$ cat src/rtl/irqr_pkg.sv
package irqr_pkg;
    typedef enum logic [1:0] {
        RS_IDLE     = 2'd0,
        RS_RESPOND  = 2'd1,
        RS_STANDOFF = 2'd2
    } resp_state_e;
endpackage

$ cat src/rtl/irqr_request.sv
module irqr_request #(
    parameter int LVL_W = 3
) (
    input  logic             clk,
    input  logic             rst_n,
    input  logic             src_evt_i,
    input  logic [LVL_W-1:0] level_cfg_i,
    input  logic             ack_done_i,
    output logic             pending_o,
    output logic [LVL_W-1:0] irq_level_o
);
    logic src_q;
    logic rise;

    assign rise = src_evt_i && !src_q;

    always_ff @(posedge clk or negedge rst_n) begin
        if (!rst_n) begin
            src_q     <= 1'b0;
            pending_o <= 1'b0;
        end else begin
            src_q <= src_evt_i;
            if (rise && (level_cfg_i != '0))
                pending_o <= 1'b1;
            else if (ack_done_i)
                pending_o <= 1'b0;
        end
    end

    assign irq_level_o = pending_o ? level_cfg_i : '0;

    // request only drops through a completed own acknowledge
    assert_req_clear_R8: assert property (@(posedge clk) disable iff (!rst_n)
        $fell(pending_o) |-> $past(ack_done_i));
endmodule

$ cat src/rtl/irqr_vector_store.sv
module irqr_vector_store #(
    parameter int VEC_W = 8,
    parameter int UNINIT_VEC = 15
) (
    input  logic             clk,
    input  logic             rst_n,
    input  logic             wr_en_i,
    input  logic [VEC_W-1:0] wr_data_i,
    output logic [VEC_W-1:0] vec_o
);
    localparam logic [VEC_W-1:0] UNINIT = VEC_W'(UNINIT_VEC);

    logic [VEC_W-1:0] vec_q;
    logic             written_q;

    always_ff @(posedge clk or negedge rst_n) begin
        if (!rst_n) begin
            vec_q     <= '0;
            written_q <= 1'b0;
        end else if (wr_en_i) begin
            vec_q     <= wr_data_i;
            written_q <= 1'b1;
        end
    end

    assign vec_o = written_q ? vec_q : UNINIT;

    // once written, the flag never returns to the uninitialized state
    assert_written_sticky_R5: assert property (@(posedge clk) disable iff (!rst_n)
        written_q |=> written_q);
endmodule

$ cat src/rtl/irqr_responder_fsm.sv
module irqr_responder_fsm
    import irqr_pkg::*;
#(
    parameter int LVL_W = 3
) (
    input  logic             clk,
    input  logic             rst_n,
    input  logic             iack_cycle_i,
    input  logic [LVL_W-1:0] iack_level_i,
    input  logic [LVL_W-1:0] level_cfg_i,
    input  logic             pending_i,
    input  logic             autovec_mode_i,
    output logic             dtack_o,
    output logic             avec_o,
    output logic             vec_oe_o,
    output logic             ack_done_o
);
    resp_state_e state_q, state_d;
    logic        claim;

    assign claim = iack_cycle_i && pending_i && (iack_level_i == level_cfg_i)
                   && (level_cfg_i != '0);

    always_ff @(posedge clk or negedge rst_n) begin
        if (!rst_n) state_q <= RS_IDLE;
        else        state_q <= state_d;
    end

    always_comb begin
        state_d = state_q;
        unique case (state_q)
            RS_IDLE: begin
                if (claim)             state_d = RS_RESPOND;
                else if (iack_cycle_i) state_d = RS_STANDOFF;
            end
            RS_RESPOND:  if (!iack_cycle_i) state_d = RS_IDLE;
            RS_STANDOFF: if (!iack_cycle_i) state_d = RS_IDLE;
            default:     state_d = RS_IDLE;
        endcase
    end

    always_comb begin
        dtack_o    = 1'b0;
        avec_o     = 1'b0;
        vec_oe_o   = 1'b0;
        ack_done_o = 1'b0;
        unique case (state_q)
            RS_RESPOND: begin
                dtack_o    = !autovec_mode_i;
                vec_oe_o   = !autovec_mode_i;
                avec_o     = autovec_mode_i;
                ack_done_o = !iack_cycle_i;
            end
            default: ;
        endcase
    end

    assert_dtack_cause_R3: assert property (@(posedge clk) disable iff (!rst_n)
        $rose(dtack_o) |-> $past(iack_cycle_i && iack_level_i == level_cfg_i));
    assert_ack_exclusive_R6: assert property (@(posedge clk) disable iff (!rst_n)
        !(dtack_o && avec_o));
endmodule

$ cat src/rtl/irqr_bus_timeout.sv
module irqr_bus_timeout #(
    parameter int TIMEOUT_CYC = 16
) (
    input  logic clk,
    input  logic rst_n,
    input  logic iack_cycle_i,
    input  logic any_ack_i,
    output logic berr_o
);
    localparam int CNT_W = $clog2(TIMEOUT_CYC + 1);
    localparam logic [CNT_W-1:0] LIMIT = CNT_W'(TIMEOUT_CYC);

    logic [CNT_W-1:0] cnt_q;

    always_ff @(posedge clk or negedge rst_n) begin
        if (!rst_n)
            cnt_q <= '0;
        else if (!iack_cycle_i)
            cnt_q <= '0;
        else if (!any_ack_i && cnt_q != LIMIT)
            cnt_q <= cnt_q + 1'b1;
    end

    assign berr_o = (cnt_q == LIMIT);

    assert_berr_hold_R9: assert property (@(posedge clk) disable iff (!rst_n)
        (berr_o && iack_cycle_i) |=> berr_o);
    assert_berr_strobe_R9: assert property (@(posedge clk) disable iff (!rst_n)
        $rose(berr_o) |-> $past(iack_cycle_i));
endmodule

$ cat src/rtl/irqr_vector_responder.sv
module irqr_vector_responder #(
    parameter int LVL_W       = 3,
    parameter int VEC_W       = 8,
    parameter int UNINIT_VEC  = 15,
    parameter int TIMEOUT_CYC = 16
) (
    input  logic             clk,
    input  logic             rst_n,
    input  logic [LVL_W-1:0] level_cfg_i,
    input  logic             autovec_mode_i,
    input  logic             src_evt_i,
    input  logic             cfg_wr_en_i,
    input  logic [VEC_W-1:0] cfg_wr_data_i,
    output logic [LVL_W-1:0] irq_level_o,
    input  logic             iack_cycle_i,
    input  logic [LVL_W-1:0] iack_level_i,
    input  logic             ext_ack_i,
    output logic [VEC_W-1:0] vec_o,
    output logic             vec_oe_o,
    output logic             dtack_o,
    output logic             avec_o,
    output logic             berr_o
);
    logic pending;
    logic ack_done;

    irqr_request #(.LVL_W(LVL_W)) u_req (
        .clk(clk), .rst_n(rst_n), .src_evt_i(src_evt_i),
        .level_cfg_i(level_cfg_i), .ack_done_i(ack_done),
        .pending_o(pending), .irq_level_o(irq_level_o)
    );

    irqr_vector_store #(.VEC_W(VEC_W), .UNINIT_VEC(UNINIT_VEC)) u_vec (
        .clk(clk), .rst_n(rst_n), .wr_en_i(cfg_wr_en_i),
        .wr_data_i(cfg_wr_data_i), .vec_o(vec_o)
    );

    irqr_responder_fsm #(.LVL_W(LVL_W)) u_fsm (
        .clk(clk), .rst_n(rst_n), .iack_cycle_i(iack_cycle_i),
        .iack_level_i(iack_level_i), .level_cfg_i(level_cfg_i),
        .pending_i(pending), .autovec_mode_i(autovec_mode_i),
        .dtack_o(dtack_o), .avec_o(avec_o), .vec_oe_o(vec_oe_o),
        .ack_done_o(ack_done)
    );

    irqr_bus_timeout #(.TIMEOUT_CYC(TIMEOUT_CYC)) u_tmo (
        .clk(clk), .rst_n(rst_n), .iack_cycle_i(iack_cycle_i),
        .any_ack_i(dtack_o || avec_o || ext_ack_i), .berr_o(berr_o)
    );

    assert_no_berr_with_ack_R10: assert property (@(posedge clk) disable iff (!rst_n)
        !(berr_o && (dtack_o || avec_o)));
endmodule

$ cat config.mk
export PLATFORM = sky130hd
export DESIGN_NAME = irqr_vector_responder
export DESIGN_NICKNAME = d
export VERILOG_FILES = /design/src/rtl/irqr_pkg.sv /design/src/rtl/irqr_request.sv /design/src/rtl/irqr_vector_store.sv /design/src/rtl/irqr_responder_fsm.sv /design/src/rtl/irqr_bus_timeout.sv /design/src/rtl/irqr_vector_responder.sv
export SDC_FILE = /design/constraint.sdc
export NUM_CORES = 1
export LEC_CHECK = 0
export BUFFER_PORTS_ARGS = -buffer_cell sky130_fd_sc_hd__buf_2
export CORE_ASPECT_RATIO = 1.2
export CORE_MARGIN = 2
export CORE_UTILIZATION = 45
export CTS_CLUSTER_SIZE = 14
export DETAILED_ROUTE_END_ITERATION = 6
export PLACE_DENSITY = 0.71
export SLEW_MARGIN = 20
export SYNTH_ARGS = -nofsm -noshare
export SYNTH_HDL_FRONTEND = slang
export SYNTH_SLANG_ARGS = --single-unit
$ cat constraint.sdc
create_clock -name clk -period 3.6 [get_ports clk]
set_clock_uncertainty 0.15 [all_clocks]
set_input_delay 0.72 -clock clk [delete_from_list [all_inputs] [get_ports clk]]
set_output_delay 0.72 -clock clk [all_outputs]
set_load 0.02 [all_outputs]
# Word level (Yosys, flattened, before mapping)
# Cells that the tools add are included.
word_totals:
  input_bits: 21
  ff_bits: 18
  elab_cells: 45
  output_inout_bits: 15
op_classes:
  reduce_logical: 17
  n_eq_ne: 8
  n_mux: 13
  n_addsub: 1
ops:
  columns: ["cell", "count"]
  rows:
  - ["$mux W5", 2]
  - ["$mux W8", 1]
  - ["$logic_and A1 B1 Y1", 6]
  - ["$mux W2", 3]
  - ["$add A5 B1 Y5 const B", 1]
  - ["$eq A5 B5 Y1 const B", 1]
  - ["$mux W1", 5]
  - ["$ne A5 B5 Y1 const B", 1]
  - ["$logic_not A1 Y1", 4]
  - ["$pmux W2 S2", 1]
  - ["$eq A3 B3 Y1", 1]
  - ["$mux W3", 1]
  - ["$ne A3 B2 Y1 const B", 1]
  - ["$reduce_bool A3 Y1", 1]
  - ["$eq A2 B1 Y1 const B", 1]
  - ["$eq A2 B2 Y1 const B", 1]
  - ["$logic_not A2 Y1", 1]
  - ["$logic_or A1 B1 Y1", 2]
  - ["$ne A2 B1 Y1 const B", 1]
  - ["$ne A2 B2 Y1 const B", 1]
  - ["$reduce_and A2 Y1", 1]
  - ["$reduce_bool A2 Y1", 1]
  - ["$reduce_or A2 Y1", 1]

# Logic depth before layout (Yosys ltp)
# Gate-level depths: netlist of run 1.
depth:
  depth_word: 8
  mapped_depth: 5
  mapped_depth_nobuf: 5

# Modules after synthesis
# Synthesis of run 1 repeated with hierarchy kept, for this count alone.
hier_totals:
  cells_unflattened: 92
  hier_area_um2: 1021.0
by_module_without_submodules:
  columns: ["mod", "n_inst", "seq_area_each_um2", "area_per_inst_um2", "cells_per_inst"]
  rows:
  - ["irqr_vector_store", 1, 225.2, 412.9, 27]
  - ["irqr_bus_timeout", 1, 125.1, 282.8, 28]
  - ["irqr_responder_fsm", 1, 50.0, 216.5, 27]
  - ["irqr_request", 1, 50.0, 102.6, 9]
  - ["irqr_vector_responder", 1, 0.0, 6.3, 1]

# Worst setup path before layout of run 1
# No wires, ideal clock.
synth_timing:
  kind: "flip-flop to output port"
  startpoint: "register u_fsm.state_q[1]"
  endpoint: "output vec_oe_o"
  setup_slack_ns: 1.459
  n_path_buf: 1
  t_required_ns: 2.730
  stages_incl_launch_ff: 6
  t_arrival_ns: 1.271
  path_cell_list: "dfrtp_1 -> inv_1 -> ha_1 -> inv_1 -> nor2_1 -> buf_4"
synth_via:
  elab_chain_len: 2
synth_lines:
  columns: ["item", "line_no", "text"]
  rows:
  - ["start: declaration", "irqr_responder_fsm.sv:18", "resp_state_e state_q, state_d;"]
  - ["start signal: assignment", "irqr_responder_fsm.sv:26", "else state_q <= state_d;"]
  - ["$eq A2 B1 Y1", null, null]
  - ["$mux W1", null, null]
  - ["end: declaration", "irqr_vector_responder.sv:19", "output logic vec_oe_o,"]
# No other way between the ends.

# Worst setup path after layout of run 1
layout_timing:
  startpoint: "register u_tmo.cnt_q[0]"
  endpoint: "output berr_o"
layout_via:
  elab_chain_len: 1
layout_lines:
  columns: ["item", "line_no", "text"]
  rows:
  - ["start: declaration", "irqr_bus_timeout.sv:13", "logic [CNT_W-1:0] cnt_q;"]
  - ["start signal: assignment", "irqr_bus_timeout.sv:21", "cnt_q <= cnt_q + 1'b1;"]
  - ["$eq A5 B5 Y1", "irqr_bus_timeout.sv:24", "assign berr_o = (cnt_q == LIMIT);"]
  - ["end: declaration", "irqr_vector_responder.sv:22", "output logic berr_o"]
# No other way between the ends.

==> results of run 1 <==
==> path summary, 6_finish.rpt <==
kind	start	end	slack (ns)	depth (start not counted)
min reg2reg	u_vec.vec_q[0]	u_vec.vec_q[0]	0.36	1
max in group asynchronous	rst_n	u_vec.vec_q[7]	2.83	1
min	rst_n	u_vec.written_q	0.19	1
max	u_tmo.cnt_q[0]	berr_o	1.28	4
min in group clk	u_vec.vec_q[0]	u_vec.vec_q[0]	0.36	1
max reg2reg	u_fsm.state_q[0]	u_tmo.cnt_q[4]	1.76	4
==> stage by stage <==
stage               power (mW)  setup slack [ns]  cells
global placement         0.377              1.59    152
floorplan                0.336              1.46     90
detailed placement       0.383              1.58    152
global route             0.535              1.14    156
CTS                      0.505              1.27    156
finish                   0.499              1.28    156
==> flip-flops by register name, summed over array words and instances, names as in the netlist <==
register and cells:
u_req.src_q 1, u_vec.written_q 1, u_req.pending_o 1, u_tmo.cnt_q 5, u_vec.vec_q 8, u_fsm.state_q 2
==> layout make-up <==
class | count | share of cell area, %
repair buffers | 35 | 14.6
flip-flops and latches | 18 | 37.6
clock buffers | 4 | 3.03
well taps | 30 | 3.13
multi-input cells | 62 | 39.4
inverters | 7 | 2.19
==> kinds of logic (layout without fill, tap and decap cells) <==
group	after synthesis	count (layout)	synth area share, %
AO/OA/AOI/OAI	16	16	10.3
XOR/XNOR	2	2	1.82
adder cells (fa/ha/maj)	4	4	5.20
buffers and inverters	10	46	4.29
flip-flops	18	18	46.8
multiplexers	10	10	11.6
AND/OR/NAND/NOR	30	30	20.1
==> report_power, final <==
group / internal (mW) / switching [mW] / leakage, nW
Sequential: 0.223 / 0.0108 / 0.218
Clock: 0.0616 / 0.0588 / 0.0210
Combinational: 0.0682 / 0.0769 / 0.337
==> routing by layer <==
metal,part of all wire (%),vias up
li1,-,384
met1,45,365
met2,47,33
met3,5.1,4
met4,3.0,0
met5,0,-
==> cell usage after synthesis, drive strengths merged <==
cell	number	share of area (%)
dfrtp	18	47
mux2	9	11
and2	8	5.3
inv	7	2.7
a21oi	5	2.6
nand2	5	1.9
nand2b	5	3.2
o21ai	5	2.6
ha	4	5.2
clkbuf	2	0.78
nand3b	2	1.6
o31ai	2	1.6
or3	2	1.3
xor2	2	1.8
a21boi	1	0.78
a32o	1	1.0
and4bb	1	1.3
buf	1	0.78
mux2i	1	1.0
nor2	1	0.39
nor3	1	0.52
nor4b	1	0.91
o21bai	1	0.78
o311ai	1	0.91
or2	1	0.65
or3b	1	1.2
or4	1	0.78
or4b	1	1.0
==> worst reg2reg max path: stages, from the launching register on <==
cell     delay [ns]
dfrtp_1        0.41
ha_1           0.30
or3b_4         0.43
or3_1          0.35
a21oi_1        0.14
==> impl_metrics.ini, run 1 <==
[sta]
fmax_ghz = 0.432
tightestPinTransition_ns = 0.397
period_share_pct = 64.4
hold_viol = 0
rsz0062_at_grt = false
final.min_clock_period_ns = 2.32
slew_headroom_pct = 73.5
finalSetupTns_ns = 0
holdWs_ns = 0.191
setup_viol = 0
drv_slew = 0

[setup_path]
worstPathRequired_ns = 2.73
crit_chain = inv_1, ha_1, and4bb_1, buf_2
cp_max_fo = 6
endpoint_kind = primary output
crit_buf_inv = 2
crit_path_start_kind = register
cp_slowest_stage_delay_ns = 0.43
cpLargestDelayFamily = flip-flops
path_class = register to primary output
crit_slowest_cell = dfrtp_1
cp.arrival_ns = 1.45

[final_layout]
utilization_pct = 58.4
multi_input_area_um2 = 472
area_delta_synth_final_pct = 24.3
fillCellCount = 189
drive_gt1_share_pct = 40.5
fin_area_um2 = 1200
regArea_um2 = 450
final_common_cell = buf_2
antenna_cells = 0
fin_nets = 152
layout_common_cells = 35 x buf_2, 18 x dfrtp_1, 9 x mux2_2

[clock_tree]
numCtsBuffers = 3
cts_buffer_depth = 2
ctsResizeCount = 0
cts_sinks = 18
root_buffer = clkbuf_4
cts_setup_buffers = 0
clk_pin_slew_worst_paths_ns = 0.10
ctsHoldBuffers = 0
htree_levels = 1
clk_latency_ns = 0.29
tritoncts = built

[die]
die_w_um = 46.2
dieArea_um2 = 2530
start_util_pct = 47.0
die_y_um = 54.7
core_um2 = 2050
num_rows = 18
io_pins = 36

[logic_synthesis]
syn_area_um2 = 963
yosysSeqAreaShare_pct = 46.8
syn_area_per_cell_um2 = 10.7
synth_nets = 115
synth_seq_cells = 18
syn-instance-count = 90
yosysUniqueCellTypes = 29
yosys_warnings = 0

[global_routing]
use_met2_pct = 25.9
grt_pass1_vias = 683
global_route.usage.total_pct = 16.5
use_met1_pct = 20.2
grt-busiest-layer = met2
grt_pass1_wl_um = 2900
use_met3_pct = 1.98
grt_start_max_net_pins = 19
antenna_found_initial = 0
overflow = 0

[place]
dp_hpwl_um = 1360
gp_congestion = 0.748
post_dp_cell_area_um2 = 1160
port_buffers = 35

[pwr]
power_per_cell_area_nw_per_um2 = 417
irDropWorstVdd_mv = 0.216
p_leak_nw = 0.575

[route]
detailedRoute.firstIterationViolations = 7
dr.pass1.iters = 3
drtAntennaViolNets = 0
via_count = 786
avgViaCountPerCell = 5.04
wire_per_inst_um = 11.2
drt-total-wl_um = 1740
drc_errors = 0

[flow_run]
maxCapViolCount = 0

[status]
status = finished clean

[min_path]
worstHoldPathType = primary input to async pin
No activity file was read; power rests on OpenSTA's default activity.
==> run 2, diff against run 1 <==
- CORE_UTILIZATION: 45 -> 43
- clock period: 3.6 -> 2.09 ns (I/O delays scaled with it)
==> run 2 against run 1 <==
Compared with the run above:
- routed wire length is 8.7% higher
- count of clock-buffer cells in the layout stayed put
- sequential share of layout area is 0.47 points lower
==> impl_metrics.ini, run 2 (synthesized netlist as in run 1, its figures left out) <==
[status]
status = finished clean

[pwr]
power.total_uw = 870
p_leak_nw = 0.575
power_per_cell_area_nw_per_um2 = 718
irDropWorstVdd_mv = 0.499

[route]
dr.pass1.iters = 4
wire_per_inst_um = 12.1
drtAntennaViolNets = 0
via_count = 798
drc_errors = 0
detailedRoute.firstIterationViolations = 8
drt-total-wl_um = 1890
avgViaCountPerCell = 5.08

[final_layout]
layout_common_cells = 34 x buf_2, 18 x dfrtp_1, 9 x mux2_2
drive_gt1_share_pct = 41.7
final_common_cell = buf_2
largest_reg_flops = 8
area_delta_synth_final_pct = 25.8
fin_area_um2 = 1210
top_register = u_vec.vec_q
fillCellCount = 205
reg.largest.list = u_vec.vec_q x8, u_tmo.cnt_q x5, u_fsm.state_q x2
antenna_cells = 0
fin_nets = 153

[global_routing]
overflow = 0
grt_pass1_vias = 770
global_route.usage.total_pct = 16.4
antenna_found_initial = 0
grt_pass1_wl_um = 3040
grt_start_max_net_pins = 19

[setup_path]
crit_chain = inv_1, ha_1, and4bb_2, buf_4
crit_path_start_kind = register
crit_slowest_cell = dfrtp_1
path_class = register to primary output
cp_slowest_stage_delay_ns = 0.43
endpoint_kind = primary output
cp_max_fo = 6
cp.arrival_ns = 1.41
worstPathRequired_ns = 1.52

[sta]
final.min_clock_period_ns = 1.98
rsz0062_at_grt = false
holdWs_ns = 0.0840
slew_headroom_pct = 73.0
hold_viol = 0
setup_viol = 0
finalSetupTns_ns = 0
period_share_pct = 94.7
fmax_ghz = 0.505
drv_slew = 0
tightestPinTransition_ns = 0.405

[clock_tree]
cts_buffer_depth = 2
clk_latency_ns = 0.29
cts_sinks = 18
numCtsBuffers = 3
clk_pin_slew_worst_paths_ns = 0.11
tritoncts = built
root_buffer = clkbuf_4
htree_levels = 1

[die]
die_y_um = 55.9
die_w_um = 47.2
io_pins = 36
core_um2 = 2090
start_util_pct = 46.0
dieArea_um2 = 2640
num_rows = 18

[place]
port_buffers = 35
post_dp_cell_area_um2 = 1160
dp_hpwl_um = 1480
gp_congestion = 0.712

[flow_run]
maxCapViolCount = 0

[min_path]
worstHoldPathType = primary input to register
run 2: cell types whose count changed in the layout (fill, tap and decap cells not counted), sizes merged:
cell and change:
dlygate4sd3 +1
run 2: path summary, 6_finish.rpt:
check / start / endpoint / slack (ns) / cells after the start
setup reg to reg: u_fsm.state_q[0] / u_tmo.cnt_q[3] / 0.30 / 4
hold / removal: src_evt_i / u_req.src_q / 0.08 / 1
max in group asynchronous: rst_n / u_vec.vec_q[0] / 1.08 / 2
hold reg to reg: u_vec.vec_q[5] / u_vec.vec_q[5] / 0.36 / 1
min in group asynchronous: rst_n / u_tmo.cnt_q[4] / 0.42 / 2
setup / recovery: u_tmo.cnt_q[0] / berr_o / 0.11 / 4
run 2: layout make-up:
class	count	area (um^2)	share of cell area, %
Inverter	7	26.3	2.17
Clock buffer	4	36.3	2.99
Timing Repair Buffer	36	188	15.5
Multi-Input combinational cell	62	474	39.1
Tap cell	30	37.5	3.10
Sequential cell	18	450	37.2
run 2: metrics by stage:
stage | cells | setup slack [ns] | util [%]
global route | 157 | 0.0150 | 57.9
finish | 157 | 0.110 | 57.9
detailed placement | 152 | 0.245 | 55.4
global placement | 152 | 0.316 | 55.4
floorplan | 90 | 0.251 | -
CTS | 157 | 0.0549 | 57.6
run 2: worst max-delay path, delay by kind of cell (launching register included):
family | cells | cell delay [ns]
adder cells (fa/ha/maj) | 1 | 0.18
AND/OR/NAND/NOR | 1 | 0.27
buffers and inverters | 2 | 0.23
flip-flops | 1 | 0.43
run 2: layer usage:
metal  global-route usage, %  vias up  part of all wire (%)
li1                        -      384                     -
met1                    16.4      375                    38
met2                    29.4       35                    52
met3                    2.60        4                   6.4
met4                    9.52        0                   2.7
met5                       0        -                     0
run 2: report_power, final:
group          internal, mW  leakage (nW)  total [mW]  switching, mW
sequential            0.383         0.218       0.401         0.0177
combinational         0.119         0.336       0.253          0.133
clock                 0.106        0.0210       0.217          0.111
run 2: what timing repair did:
item                       4_1_cts  5_1_grt
gates resized for setup          0        3
hold buffers                     1        0
hold endpoints to repair        18        0
setup buffers                    0        0
setup endpoints to repair        0        3
